**src/rtl/cis_pkg.sv**
```systemverilog
package cis_pkg;
  typedef enum logic [2:0] {
    ST_ACTIVE = 3'd0,
    ST_AHALT  = 3'd1,
    ST_MWAIT  = 3'd2,
    ST_STOPG  = 3'd3,
    ST_LVL2   = 3'd4,
    ST_LVL3   = 3'd5,
    ST_LVL4   = 3'd6,
    ST_SNOOP  = 3'd7
  } cis_state_e;

  localparam int unsigned NUM_DEEP  = 3;
  localparam int unsigned DEEP_BASE = 4;  // code of the shallowest deep level
  localparam int unsigned RET_W     = 2;
endpackage

```
**src/rtl/cis_break_det.sv**
```systemverilog
module cis_break_det #(
  parameter int unsigned N_WAKE = 8
) (
  input  logic [N_WAKE-1:0] wake_i,
  input  logic              mon_evt_i,
  input  logic              stpclk_ni,
  output logic              brk_o
);
  // wake only counts while the clock-stop line is released
  assign brk_o = (|wake_i | mon_evt_i) & stpclk_ni;
endmodule

```
**src/rtl/cis_idle_arb.sv**
```systemverilog
module cis_idle_arb
  import cis_pkg::*;
#(
  parameter int unsigned HINT_W = 3
) (
  input  logic                halt_i,
  input  logic                mwait_i,
  input  logic [HINT_W-1:0]   hint_i,
  input  logic [NUM_DEEP-1:0] lvl_rd_i,
  output logic                req_vld_o,
  output cis_state_e          tgt_o
);
  logic [NUM_DEEP-1:0] deep_hit;
  logic                mw1_hit;

  assign mw1_hit = mwait_i && (hint_i == HINT_W'(1));

  for (genvar k = 0; k < NUM_DEEP; k++) begin : g_deep
    assign deep_hit[k] = lvl_rd_i[k] | (mwait_i && (hint_i == HINT_W'(k + 2)));
  end

  always_comb begin
    req_vld_o = 1'b0;
    tgt_o     = ST_ACTIVE;
    if (halt_i) begin
      req_vld_o = 1'b1;
      tgt_o     = ST_AHALT;
    end
    if (mw1_hit) begin
      req_vld_o = 1'b1;
      tgt_o     = ST_MWAIT;
    end
    // later (deeper) hits override shallower ones
    for (int k = 0; k < NUM_DEEP; k++) begin
      if (deep_hit[k]) begin
        req_vld_o = 1'b1;
        tgt_o     = cis_state_e'(3'(DEEP_BASE + k));
      end
    end
  end
endmodule

```
**src/rtl/cis_fsm.sv**
```systemverilog
module cis_fsm
  import cis_pkg::*;
(
  input  logic       clk_i,
  input  logic       rst_ni,
  input  logic       brk_i,
  input  logic       stpclk_ni,
  input  logic       snoop_req_i,
  input  logic       req_vld_i,
  input  cis_state_e tgt_i,
  output cis_state_e state_o,
  output logic       ack_o
);
  cis_state_e             st_q, st_d;
  logic [RET_W-1:0]       ret_q;
  logic                   ack_q;
  logic                   enter_sg;

  always_comb begin
    st_d = st_q;
    unique case (st_q)
      ST_ACTIVE: begin
        if (!stpclk_ni)     st_d = ST_STOPG;
        else if (req_vld_i) st_d = tgt_i;
      end
      ST_AHALT: begin
        if (brk_i)            st_d = ST_ACTIVE;
        else if (!stpclk_ni)  st_d = ST_STOPG;
        else if (snoop_req_i) st_d = ST_SNOOP;
      end
      ST_MWAIT: begin
        if (brk_i)           st_d = ST_ACTIVE;
        else if (!stpclk_ni) st_d = ST_STOPG;
      end
      ST_STOPG: begin
        if (stpclk_ni) st_d = cis_state_e'({1'b0, ret_q});
      end
      ST_LVL2, ST_LVL3, ST_LVL4: begin
        if (brk_i) st_d = ST_ACTIVE;
      end
      ST_SNOOP: st_d = ST_AHALT;
      default:  st_d = ST_ACTIVE;
    endcase
  end

  assign enter_sg = (st_d == ST_STOPG) && (st_q != ST_STOPG);

  always_ff @(posedge clk_i or negedge rst_ni) begin
    if (!rst_ni) begin
      st_q  <= ST_ACTIVE;
      ret_q <= '0;
      ack_q <= 1'b0;
    end else begin
      st_q  <= st_d;
      ack_q <= enter_sg;
      if (enter_sg) ret_q <= st_q[RET_W-1:0];
    end
  end

  assign state_o = st_q;
  assign ack_o   = ack_q;
endmodule

```
**src/rtl/core_idle_seq.sv**
```systemverilog
module core_idle_seq
  import cis_pkg::*;
#(
  parameter int unsigned N_WAKE = 8,
  parameter int unsigned HINT_W = 3
) (
  input  logic                clk_i,
  input  logic                rst_ni,
  input  logic                halt_i,
  input  logic                mwait_i,
  input  logic [HINT_W-1:0]   mwait_hint_i,
  input  logic [NUM_DEEP-1:0] lvl_rd_i,
  input  logic [N_WAKE-1:0]   wake_i,
  input  logic                mon_evt_i,
  input  logic                stpclk_ni,
  input  logic                snoop_req_i,
  output logic [2:0]          state_o,
  output logic                clk_gate_o,
  output logic                stopgnt_ack_o,
  output logic                snoop_svc_o
);
  logic       brk;
  logic       req_vld;
  cis_state_e tgt;
  cis_state_e st;

  cis_break_det #(.N_WAKE(N_WAKE)) i_brk (
    .wake_i    (wake_i),
    .mon_evt_i (mon_evt_i),
    .stpclk_ni (stpclk_ni),
    .brk_o     (brk)
  );

  cis_idle_arb #(.HINT_W(HINT_W)) i_arb (
    .halt_i    (halt_i),
    .mwait_i   (mwait_i),
    .hint_i    (mwait_hint_i),
    .lvl_rd_i  (lvl_rd_i),
    .req_vld_o (req_vld),
    .tgt_o     (tgt)
  );

  cis_fsm i_fsm (
    .clk_i       (clk_i),
    .rst_ni      (rst_ni),
    .brk_i       (brk),
    .stpclk_ni   (stpclk_ni),
    .snoop_req_i (snoop_req_i),
    .req_vld_i   (req_vld),
    .tgt_i       (tgt),
    .state_o     (st),
    .ack_o       (stopgnt_ack_o)
  );

  assign state_o     = st;
  assign clk_gate_o  = (st != ST_ACTIVE) && (st != ST_SNOOP);
  assign snoop_svc_o = (st == ST_SNOOP);
endmodule

```
**config.mk**
```make
export PLATFORM = sky130hd
export DESIGN_NAME = core_idle_seq
export DESIGN_NICKNAME = d
export VERILOG_FILES = /design/src/rtl/cis_pkg.sv /design/src/rtl/cis_break_det.sv /design/src/rtl/cis_idle_arb.sv /design/src/rtl/cis_fsm.sv /design/src/rtl/core_idle_seq.sv
export SDC_FILE = /design/constraint.sdc
export NUM_CORES = 1
export LEC_CHECK = 0
export ABC_CLOCK_PERIOD_IN_PS = 1900
export CELL_PAD_IN_SITES_DETAIL_PLACEMENT = 1
export CELL_PAD_IN_SITES_GLOBAL_PLACEMENT = 1
export CORE_AREA = 2 2 39 41
export DETAILED_ROUTE_END_ITERATION = 6
export DIE_AREA = 0 0 41 43
export DONT_BUFFER_PORTS = 1
export PLACE_DENSITY = 0.65
export SLEW_MARGIN = 20
export SYNTH_ARGS = -nofsm -noshare
export SYNTH_HDL_FRONTEND = slang
export SYNTH_SLANG_ARGS = --single-unit
```
**constraint.sdc**
```tcl
create_clock -name clk_i -period 1.9 [get_ports clk_i]
set_input_delay 0.38 -clock clk_i [delete_from_list [all_inputs] [get_ports clk_i]]
set_output_delay 0.38 -clock clk_i [all_outputs]
set_load 0.02 [all_outputs]
```
Word level (Yosys, flattened, before mapping)
Cells that the tools add are included.
{"block": "op_classes", "mux": 20, "div_mod_pow": 0, "eq_ne": 14, "n_shift": 0, "order_cmp": 0, "addsub": 0, "bitwise_logic": 5, "n_reduce_logical": 10, "multipliers": 0}
{"cell": "$mux W3", "n": 12}
{"cell": "$pmux W3 S6", "n": 1}
{"cell": "$eq A3 B2 Y1 const B", "n": 5}
{"cell": "$eq A3 B3 Y1 const B", "n": 5}
{"cell": "$reduce_or A8 Y1", "n": 1}
{"cell": "$eq A3 B1 Y1 const B", "n": 2}
{"cell": "$logic_and A1 B1 Y1", "n": 6}
{"cell": "$mux W1", "n": 6}
{"cell": "$or A1 B1 Y1", "n": 4}
{"cell": "$logic_not A3 Y1", "n": 1}
{"cell": "$ne A3 B2 Y1 const B", "n": 1}
{"cell": "$ne A3 B3 Y1 const B", "n": 1}
{"cell": "$reduce_bool A3 Y1", "n": 1}
{"cell": "$reduce_or A3 Y1", "n": 1}
{"cell": "$mux W2", "n": 1}
{"cell": "$and A1 B1 Y1", "n": 1}
{"block": "word_totals", "wordCells": 52, "register_bits": 6, "ram_bits": 0, "romBits": 0, "latch_bits": 0, "mem_count": 0, "in_bits": 21}

Depth between registers and ports, before layout
Gate-level depths: netlist of run 1.
{"block": "logic_depth", "word_depth": 11, "ltp_mapped": 7}

By module
From an unflattened synthesis of run 1, not the netlist that was laid out.
{"block": "unflattened", "cells_unflattened": 67, "area_unflattened_um2": 528.0}
{"mod": "cis_fsm", "instances": 1, "area_per_inst_um2": 399.1, "cells_each": 46}
{"mod": "cis_idle_arb", "instances": 1, "area_per_inst_um2": 83.8, "cells_each": 13}
{"mod": "cis_break_det", "instances": 1, "area_per_inst_um2": 25.0, "cells_each": 5}
{"mod": "core_idle_seq", "instances": 1, "area_per_inst_um2": 20.0, "cells_each": 3}

Worst setup path before layout of run 1
No wires, ideal clock.
{"block": "synth_timing", "kind": "reg-to-reg", "from": "reg i_fsm.st_q[1] (netlist: i_fsm.state_o[1])", "to": "reg i_fsm.ret_q[0]", "synth_period_minus_slack_ns": 1.888, "t_arrival_ns": 1.763, "setup_ns": 0.125, "stages_incl_launch_ff": 6, "path_slack_ns": 0.012, "path_cell_list": "dfrtp_1 > or4_4 > a41oi_2 > a21boi_2 > and4b_4 > mux2_4"}
{"block": "synth_via", "elab_chain_cells": 6, "elab_cells_between_ends": 22}
{"item": "start, declared", "line": "cis_fsm.sv:14", "rtl": "cis_state_e st_q, st_d;"}
{"item": "start signal, assigned", "line": "cis_fsm.sv:54", "rtl": "st_q <= st_d;"}
{"item": "$mux W3", "line": "cis_fsm.sv:29", "rtl": "else if (snoop_req_i) st_d = ST_SNOOP;"}
{"item": "$mux W3", "line": "cis_fsm.sv:28", "rtl": "else if (!stpclk_ni) st_d = ST_STOPG;"}
{"item": "$mux W3", "line": "cis_fsm.sv:27", "rtl": "if (brk_i) st_d = ST_ACTIVE;"}
{"item": "$pmux W3 S6 *", "line": "cis_fsm.sv:21", "rtl": "unique case (st_q)"}
{"item": "named net i_fsm.st_d[1]", "line": "cis_fsm.sv:14"}
{"item": "$eq A3 B2 Y1 *", "line": "cis_fsm.sv:46", "rtl": "assign enter_sg = (st_d == ST_STOPG) && (st_q != ST_STOPG);"}
{"item": "$logic_and A1 B1 Y1 *", "line": "cis_fsm.sv:46"}
{"item": "named net i_fsm.enter_sg", "line": "cis_fsm.sv:17", "rtl": "logic enter_sg;"}
{"item": "end signal, assigned", "line": "cis_fsm.sv:56", "rtl": "if (enter_sg) ret_q <= st_q[RET_W-1:0];"}
{"item": "end, declared", "line": "cis_fsm.sv:15", "rtl": "logic [RET_W-1:0] ret_q;"}
The timed path passes the listed nets; every way through them passes the cells marked *.
A chain may end at the register's enable or synchronous reset.

Worst setup path in the final report of run 1
Ends and elaborated chain as after synthesis.

==> results.ini, run 1 <==
[worst_setup_path]
worst-path-max-fanout = 4
beginning_of_the_critical_path = i_fsm.state_o[1]$_DFF_PN0_
ff2ff_path_depth = 5
timing.critical_path.arrival_ps = 1970
start_kind = register
setup.worst_path.class = register to register
worst-endpoint-required_ps = 2020
timing.rr.start = i_fsm.state_o[1]$_DFF_PN0_
timing.critical_path.to_type = register

[die]
die_area_um2 = 1760
initial_core_util_pct = 32.9
die_width_um = 41
core_region_area_um2 = 1380
boundaryPins = 27
die_height_um = 43
row_count = 14

[place]
globalplace.congestion = 0.726
dp_worst_setup_slack_ps = -12.4
buffer_ports.inserted = 0
place_hpwl_um = 948

[clocking]
cts.root.buffer_cell = sky130_fd_sc_hd__clkbuf_4
clk_path_buf_depth = 2
path_clk_slew_ps = 40
clk_latency_ps = 240
cts_inserted_buffers = 3
cts.htree.levels = 1
clkSinkCount = 6
tritoncts_clock_tree = yes

[synthesis]
basic_gate_share_of_the_synthesized_area_counting_and_or_nand_and_nor_cells_pct = 27.7
syn_avg_cell_area_um2 = 8.76
main_combinational_cell_family_by_area_after_synthesis = compound AO/OA/AOI/OAI gates
yosys.area.top_type = sky130_fd_sc_hd__dfrtp_1
ys_seq_area_share_pct = 33.0
syn-instance-count = 52
synth_area_um2 = 455
postSynthRegisterBits = 6
synth_nets = 73
post_synth_arst_share_pct = 100
synth_area_in_adders_pct = 0
synth_largest_type_area_fraction_pct = 33.0
synth_enable_flop_cells = 0
synth_ff_type = sky130_fd_sc_hd__dfrtp_1
synthDistinctLibCells = 29
synth.top_cells.by_area = sky130_fd_sc_hd__dfrtp_1, sky130_fd_sc_hd__a31oi_1, sky130_fd_sc_hd__inv_1
yosys_warnings = 0
synth_mux_area_share_pct = 3.30
synth_compound_area_share_pct = 28.6
post_synth_xor_area_fraction_pct = 0
top_cells_by_count_synth = sky130_fd_sc_hd__dfrtp_1, sky130_fd_sc_hd__inv_1, sky130_fd_sc_hd__nor2_1, sky130_fd_sc_hd__a31oi_1, sky130_fd_sc_hd__o21ai_0

[timing]
final.setup.worst_slack_ps = 50.7
final_period_minus_worst_setup_slack_ps = 1850
max-slew-margin-rel_pct = 79.9
worstMarginPinSlew_ps = 301
final.setup_skew_ps = 3.70
final_max_slew_viol_count = 0
setup-violations-final = 0
max_clock_freq_mhz = 541
final_hold_viol_count = 0
post-route-period-util_pct = 97.3

[final_layout]
layout.nets = 84
multi_input_comb_area_um2 = 274
drive_above_1_share_pct = 32.8
layout.area.seq_um2 = 151
antenna-diode-count = 0
fillCellCount = 173
layout-area-overhead-vs-synth_pct = 21.4

[route]
detailedRoute.firstPassIterationCount = 2
routed_wirelength_um = 1120
drc = 0
wire_per_inst_um = 14.5
detailroute.via_count = 437
via_per_inst = 5.68
antenna_nets_post_route = 0
number_of_drc_violations_after_detailed_routing_iteration_0 = 3

[min_path]
timing.hold.worst_path_depth = 2
hold_start = stpclk_ni
holdCritPathClass = input port to register

[pwr]
post-layout-total-power_uw = 954
power.density_cell_area_nw_per_um2 = 1720
peakVddDrop_uv = 738
power_leakage_nw = 0.243

[grt]
global_route.usage.total_pct = 14.1
maximum_number_of_pins_on_one_net_before_global_route_repair = 9
first_pass_grt_wire_length_um = 1690
grt_antenna_before_repair = 0
global_route.overflow_total = 0
grt_pass1_vias = 431

[status]
status = finished clean

[flow_run]
maxCapViolCount = 0

==> area by class of cell <==
type | count | share of cell area, %
well taps | 16 | 3.62
multi-input cells | 38 | 49.5
repair buffers | 7 | 10.6
clock buffers | 3 | 4.07
inverters | 7 | 4.75
flip-flops and latches | 6 | 27.4
==> logic make-up (layout without fill, tap and decap cells) <==
kind of cell / after synthesis / in the layout
and+or+nand+nor: 20 / 20
AOI/OAI and AO/OA: 17 / 17
buffers and inverters: 8 / 17
DFF: 6 / 6
muxes: 1 / 1
==> flip-flops by register name, indices dropped and copies added (netlist names) <==
name and cells:
i_fsm.ret_q 2, i_fsm.state_o 3, i_fsm.ack_o 1
==> metal layers <==
metal	share of wire, %	routed length (um)	track usage [%]
met3	7.5	84	3.66
met5	0	0	0
met4	1.2	13	8.00
met2	50	563	22.5
met1	41	459	15.9
==> placed cells by master, fill, tap and decap left out, types with 2 or more instances in the layout <==
master,count
sky130_fd_sc_hd__o21ai_0,3
sky130_fd_sc_hd__inv_1,6
sky130_fd_sc_hd__nor3_1,2
sky130_fd_sc_hd__a31oi_1,4
sky130_fd_sc_hd__or2b_1,2
sky130_fd_sc_hd__dfrtp_1,5
sky130_fd_sc_hd__and3_1,2
sky130_fd_sc_hd__buf_4,5
sky130_fd_sc_hd__nor2_1,4
sky130_fd_sc_hd__clkbuf_4,3
sky130_fd_sc_hd__nand2_1,2
==> per-stage QoR <==
| step | std cells | utilization [%] | cell area (um^2) | hold slack, ps | setup TNS [ps] |
|---|---|---|---|---|---|
| 2_1_floorplan | 52 | - | 455 | 84.4 | 0 |
| 3_3_place_gp | 72 | 36.5 | 505 | 84.6 | 0 |
| 3_5_place_dp | 72 | 36.5 | 505 | 84.5 | -12.4 |
| 4_1_cts | 76 | 38.9 | 538 | 343 | 0 |
| 5_1_grt | 77 | 40.0 | 553 | 354 | -25.3 |
| 6_report | 77 | 40.0 | 553 | 347 | 0 |
==> critical path, cell delays in order, from the launching register on <==
cell and delay, ps:
sky130_fd_sc_hd__dfrtp_1 420, sky130_fd_sc_hd__or4_4 550, sky130_fd_sc_hd__a41oi_2 180, sky130_fd_sc_hd__a21boi_2 80
sky130_fd_sc_hd__and4b_4 210, sky130_fd_sc_hd__mux2_4 290
==> what timing repair did <==
action,in CTS,in global routing
setup endpoints to repair,0,2
hold buffers,1,0
resized for setup,0,3
endpoints found under the hold margin,6,0
buffers inserted,0,1
==> report_power, final <==
part,switching [mW],internal (mW),leakage [nW]
combinational,0.287,0.297,0.157
clock,0.0394,0.0710,0.0138
sequential,0.0656,0.194,0.0728
==> path summary, 6_finish.rpt <==
kind / to / slack (ps)
worst max register to register: i_fsm.ret_q[0]$_DFFE_PN0P_ / 50
min in group asynchronous: i_fsm.ack_o$_DFF_PN0_ / 440
max in group asynchronous: i_fsm.state_o[0]$_DFF_PN0_ / 1240
worst min-delay path: i_fsm.ret_q[1]$_DFFE_PN0P_ / 350
worst max-delay path: i_fsm.ret_q[0]$_DFFE_PN0P_ / 50
worst min register to register: i_fsm.ret_q[0]$_DFFE_PN0P_ / 510
(Power assumes the default switching activity.)
==> inputs of run 2 (changes only) <==
==> constraint.sdc (replaced) <==
create_clock -name clk_i -period 1.9 [get_ports clk_i]
set_input_delay 0.19 -clock clk_i [delete_from_list [all_inputs] [get_ports clk_i]]
set_output_delay 0.19 -clock clk_i [all_outputs]
set_load 0.02 [all_outputs]
==> run 2 against run 1 <==
  * Global-route usage grew 0.62 points
  * Register-to-register slack lost 40 ps
  * Flip-flop and latch count stayed put
  * Fmax decreased by 2.3%
  * Critical path depth unchanged
  * Sequential power up 4%
  * Clock skew shrank 3.3 ps
  * Power down 1.6%
  * Hold slack worse by 180 ps
  * First-iteration DRC count fell by 33%
  * Utilization down 0.72 points
==> results.ini, run 2 (synthesized netlist as in run 1, its figures left out) <==
[route]
drc = 0
via_per_inst = 5.63
antenna_nets_post_route = 0
number_of_drc_violations_after_detailed_routing_iteration_0 = 2
detailroute.via_count = 422
routed_wirelength_um = 1190
detailedRoute.firstPassIterationCount = 2
wire_per_inst_um = 15.9

[worst_setup_path]
cp_slowest_stage_delay_ps = 520
timing.critical_path.to_type = register
beginning_of_the_critical_path = i_fsm.state_o[0]$_DFF_PN0_
cp_cell_sequence = or4_4 > a41oi_2 > a21boi_2 > and4b_4 > mux2_4
timing.rr.start = i_fsm.state_o[0]$_DFF_PN0_
worst-path-max-fanout = 6
setup.worst_path.class = register to register
start_kind = register
r2r_setup_slack_ps = 8
timing.critical_path.arrival_ps = 2020
worst-endpoint-required_ps = 2020
cp.buffers_inverters = 0
cp_top_delay_family = simple AND/OR/NAND/NOR gates
critical_path.slowest_cell = sky130_fd_sc_hd__or4_4

[min_path]
hold_start = stpclk_ni
holdCritPathClass = input port to register

[timing]
post-route-period-util_pct = 99.6
final.setup_skew_ps = 0.366
worst_hold_slack_ps = 164
max-slew-margin-rel_pct = 75.2
max_clock_freq_mhz = 528
setup_tns_ps = 0
worstMarginPinSlew_ps = 371
final_period_minus_worst_setup_slack_ps = 1890
final_hold_viol_count = 0
setup-violations-final = 0
final_max_slew_viol_count = 0
setup_repair_after_global_routing_missed_its_margin = true

[final_layout]
antenna-diode-count = 0
largest_reg_flops = 3
layout.cells.non_filler = 75
mostFrequentLayoutCells = sky130_fd_sc_hd__inv_1, sky130_fd_sc_hd__dfrtp_1, sky130_fd_sc_hd__nor2_1, sky130_fd_sc_hd__a31oi_1
drive_above_1_share_pct = 30.5
layout-area-overhead-vs-synth_pct = 19.2
fillCellCount = 170
layout.nets = 82
finish.instance_area_um2 = 543
mostFrequentLayoutCell = sky130_fd_sc_hd__inv_1

[status]
status = finished clean

[pwr]
power_report.internal_total_uw = 527
power_frac_seq_pct = 28.8
power.density_cell_area_nw_per_um2 = 1730
peakVddDrop_uv = 589
total_switching_power_uw = 411
power.clock.fraction_pct = 12.5
netSwitchingFraction_pct = 43.9
comb_power_share_pct = 58.7
power_leakage_nw = 0.233

[flow_run]
maxCapViolCount = 0

[die]
row_count = 14
die_height_um = 43
die_area_um2 = 1760
die_width_um = 41
core_region_area_um2 = 1380
boundaryPins = 27
initial_core_util_pct = 32.9

[place]
detailed_place.area_um2 = 498
globalplace.congestion = 0.761
placed_cells = 71
buffer_ports.inserted = 0
place_hpwl_um = 980

[grt]
maximum_number_of_pins_on_one_net_before_global_route_repair = 7
grt_pass1_vias = 404
first_pass_grt_wire_length_um = 1730
grt_antenna_before_repair = 0
global_route.overflow_total = 0
global_route.usage.total_pct = 14.7

[clocking]
clk_latency_ps = 240
clk_path_buf_depth = 2
cts.root.buffer_cell = sky130_fd_sc_hd__clkbuf_4
cts.htree.levels = 1
cts_inserted_buffers = 3
path_clk_slew_ps = 40
tritoncts_clock_tree = yes
clkSinkCount = 6

[run 2: layout make-up]
cell class	instances	area, um^2	share of cell area, %
inverters	7	26.3	4.84
multi-input cells	38	279	51.4
repair buffers	5	43.8	8.06
flip-flops and latches	6	151	27.9
clock buffers	3	22.5	4.15
well taps	16	20.0	3.69
[run 2: metal layers]
| metal | vias to the layer above | wire (um) | track usage [%] |
|---|---|---|---|
| met5 | - | 0 | 0 |
| met4 | 0 | 14 | 10.0 |
| met3 | 2 | 57 | 1.57 |
| met2 | 17 | 593 | 21.9 |
| met1 | 196 | 525 | 18.9 |
| li1 | 207 | - | - |
[run 2: path summary, 6_finish.rpt]
path	to	cells after the start
max	i_fsm.ret_q[0]$_DFFE_PN0P_	5
min	i_fsm.ret_q[1]$_DFFE_PN0P_	2
max reg2reg	i_fsm.ret_q[0]$_DFFE_PN0P_	5
min reg2reg	i_fsm.ret_q[0]$_DFFE_PN0P_	1
max in group asynchronous	i_fsm.state_o[0]$_DFF_PN0_	1
min in group asynchronous	i_fsm.ack_o$_DFF_PN0_	1
[run 2: power by group through the flow]
stage / Sequential, mW / Clock, mW / Combinational [mW]
floorplan: 0.292 / 0 / 0.348
global placement: 0.256 / 0 / 0.512
detailed placement: 0.259 / 0 / 0.530
CTS: 0.258 / 0.124 / 0.537
global route: 0.277 / 0.125 / 0.600
finish: 0.270 / 0.117 / 0.551
[run 2: timing repair]
item	CTS	global route
setup endpoints to repair	0	1
resized for setup	0	4
setup buffers	0	0
endpoints found under the hold margin	6	0
hold buffers	1	0
[run 2: stage by stage]
step | power, mW | utilization (%) | setup WS, ps
after CTS | 0.919 | 38.3 | 29.5
after global placement | 0.768 | 36.0 | 85.9
final | 0.938 | 39.2 | 7.65
after global routing | 1.00 | 39.2 | -27.2
after detailed placement | 0.790 | 36.0 | 39.9
after floorplan | 0.640 | - | 11.9
==> inputs of run 3 (changes only) <==
--- a/config.mk
+++ b/config.mk
@@ -8,11 +8,11 @@
 export ABC_CLOCK_PERIOD_IN_PS = 1900
 export CELL_PAD_IN_SITES_DETAIL_PLACEMENT = 1
 export CELL_PAD_IN_SITES_GLOBAL_PLACEMENT = 1
-export CORE_AREA = 2 2 39 41
+export CORE_MARGIN = 2
+export CORE_UTILIZATION = 30
 export DETAILED_ROUTE_END_ITERATION = 6
-export DIE_AREA = 0 0 41 43
 export DONT_BUFFER_PORTS = 1
-export PLACE_DENSITY = 0.65
+export PLACE_DENSITY = 0.59
 export SLEW_MARGIN = 20
 export SYNTH_ARGS = -nofsm -noshare
 export SYNTH_HDL_FRONTEND = slang
==> constraint.sdc (replaced) <==
create_clock -name clk_i -period 1.9 [get_ports clk_i]
set_input_delay 0.095 -clock clk_i [delete_from_list [all_inputs] [get_ports clk_i]]
set_output_delay 0.095 -clock clk_i [all_outputs]
set_load 0.02 [all_outputs]
==> run 3 against run 2 <==
  * Via count up 3.3%
  * Critical endpoint unchanged
  * Critical path depth stayed put
  * Largest cell class unchanged
  * Final cell count increased by 1.3%
  * Register-to-register slack gained 30 ps
  * Routed wire length increased by 1.8%
==> results.ini, run 3 (synthesized netlist as in run 1, its figures left out) <==
[worst_setup_path]
cp_slowest_stage_delay_ps = 550
worst-endpoint-required_ps = 2030
critical_path.slowest_cell = sky130_fd_sc_hd__or4_4
timing.critical_path.to_type = register
r2r_setup_slack_ps = 30
cp_cell_sequence = or4_4 > a41oi_2 > a21boi_2 > and4b_4 > mux2_4
timing.critical_path.arrival_ps = 2000
setup.worst_path.class = register to register
worst-path-max-fanout = 5
start_kind = register

[place]
dp_worst_setup_slack_ps = 45.9
globalplace.congestion = 0.733
buffer_ports.inserted = 0
place_hpwl_um = 983

[final_layout]
layout.nets = 83
layout-area-overhead-vs-synth_pct = 18.1
drive_above_1_share_pct = 28.3
largest_reg_flops = 3
fillCellCount = 186
antenna-diode-count = 0
layout.area.seq_um2 = 150
mostFrequentLayoutCells = sky130_fd_sc_hd__inv_1, sky130_fd_sc_hd__dfrtp_1, sky130_fd_sc_hd__nor2_1, sky130_fd_sc_hd__buf_4, sky130_fd_sc_hd__a31oi_1
multi_input_comb_area_um2 = 272
postLayoutCoreUtil_pct = 36.6

[timing]
final_period_minus_worst_setup_slack_ps = 1870
worstMarginPinSlew_ps = 370
final.setup.worst_slack_ps = 34.5
setup_repair_after_global_routing_missed_its_margin = true
final_max_slew_viol_count = 0
setup-violations-final = 0
setup_tns_ps = 0
max-slew-margin-rel_pct = 75.2
final_hold_viol_count = 0
final.setup_skew_ps = 3.34
max_clock_freq_mhz = 536
post-route-period-util_pct = 98.2

[die]
boundaryPins = 27
die_width_um = 43.0
core_region_area_um2 = 1470
row_count = 14
die_area_um2 = 1850
die_height_um = 43.0
initial_core_util_pct = 31.0

[route]
detailedRoute.firstPassIterationCount = 3
routed_wirelength_um = 1210
drc = 0
detailroute.via_count = 436
number_of_drc_violations_after_detailed_routing_iteration_0 = 1
antenna_nets_post_route = 0
wire_per_inst_um = 16.0
via_per_inst = 5.74

[pwr]
power.density_cell_area_nw_per_um2 = 1700
peakVddDrop_uv = 687
power_leakage_nw = 0.237
post-layout-total-power_uw = 916

[grt]
first_pass_grt_wire_length_um = 1970
global_route.overflow_total = 0
global_route.usage.total_pct = 14.5
grt_antenna_before_repair = 0
grt_pass1_vias = 453
maximum_number_of_pins_on_one_net_before_global_route_repair = 9

[clocking]
tritoncts_clock_tree = yes
clk_path_buf_depth = 2
cts.root.buffer_cell = sky130_fd_sc_hd__clkbuf_4
clkSinkCount = 6
clk_latency_ps = 250
cts_inserted_buffers = 3
path_clk_slew_ps = 50
cts_resized = 0
cts.htree.levels = 1

[status]
status = finished clean

[flow_run]
maxCapViolCount = 0

[min_path]
holdCritPathClass = input port to register

run 3: cell count changes in the layout (fill, tap and decap cells not counted), sizes merged:
cell  delta
buf      +1
run 3: area by class of cell:
class                   count  share of cell area [%]
multi-input cells          38                    50.5
flip-flops and latches      6                    27.9
repair buffers              6                    8.84
inverters                   7                    4.88
clock buffers               3                    4.19
well taps                  16                    3.72
run 3: per-stage QoR:
step,std cells,area (um^2),hold WS [ps]
2_1_floorplan,52,455,-201
3_3_place_gp,72,505,-200
3_5_place_dp,72,505,-200
4_1_cts,76,538,31.1
5_1_grt,76,538,57.8
6_report,76,538,40.7
run 3: path summary, 6_finish.rpt:
path,start,endpoint,depth (start not counted)
min,stpclk_ni,i_fsm.ret_q[1]$_DFFE_PN0P_,2
max in group asynchronous,rst_ni,i_fsm.state_o[0]$_DFF_PN0_,1
min reg2reg,i_fsm.ret_q[0]$_DFFE_PN0P_,i_fsm.ret_q[0]$_DFFE_PN0P_,1
max,i_fsm.state_o[1]$_DFF_PN0_,i_fsm.ret_q[0]$_DFFE_PN0P_,5
min in group asynchronous,rst_ni,i_fsm.ack_o$_DFF_PN0_,1
max reg2reg,i_fsm.state_o[1]$_DFF_PN0_,i_fsm.ret_q[0]$_DFFE_PN0P_,5
run 3: report_power, final:
| part | internal (mW) | switching (mW) |
|---|---|---|
| Clock | 0.0716 | 0.0481 |
| Sequential | 0.192 | 0.0757 |
| Combinational | 0.265 | 0.264 |
run 3: what timing repair did:
item                       4_1_cts  5_1_grt
buffers inserted                 0        0
setup endpoints to repair        0        1
hold buffers                     1        0
hold endpoints to repair         6        0
run 3: critical path: cells and delay by family, from the launching register on:
family	cells	cell delay, ps
simple gates	2	750
flops	1	420
compound gates	2	290
mux	1	290
run 3: layer usage:
layer  vias to the layer above  GRT usage (%)  routed length (um)
met4                         0           9.09                  14
met1                       210           18.1                 541
met3                         2           2.55                  41
li1                        214              -                   -
met5                         -              0                   0
met2                        10           23.0                 615
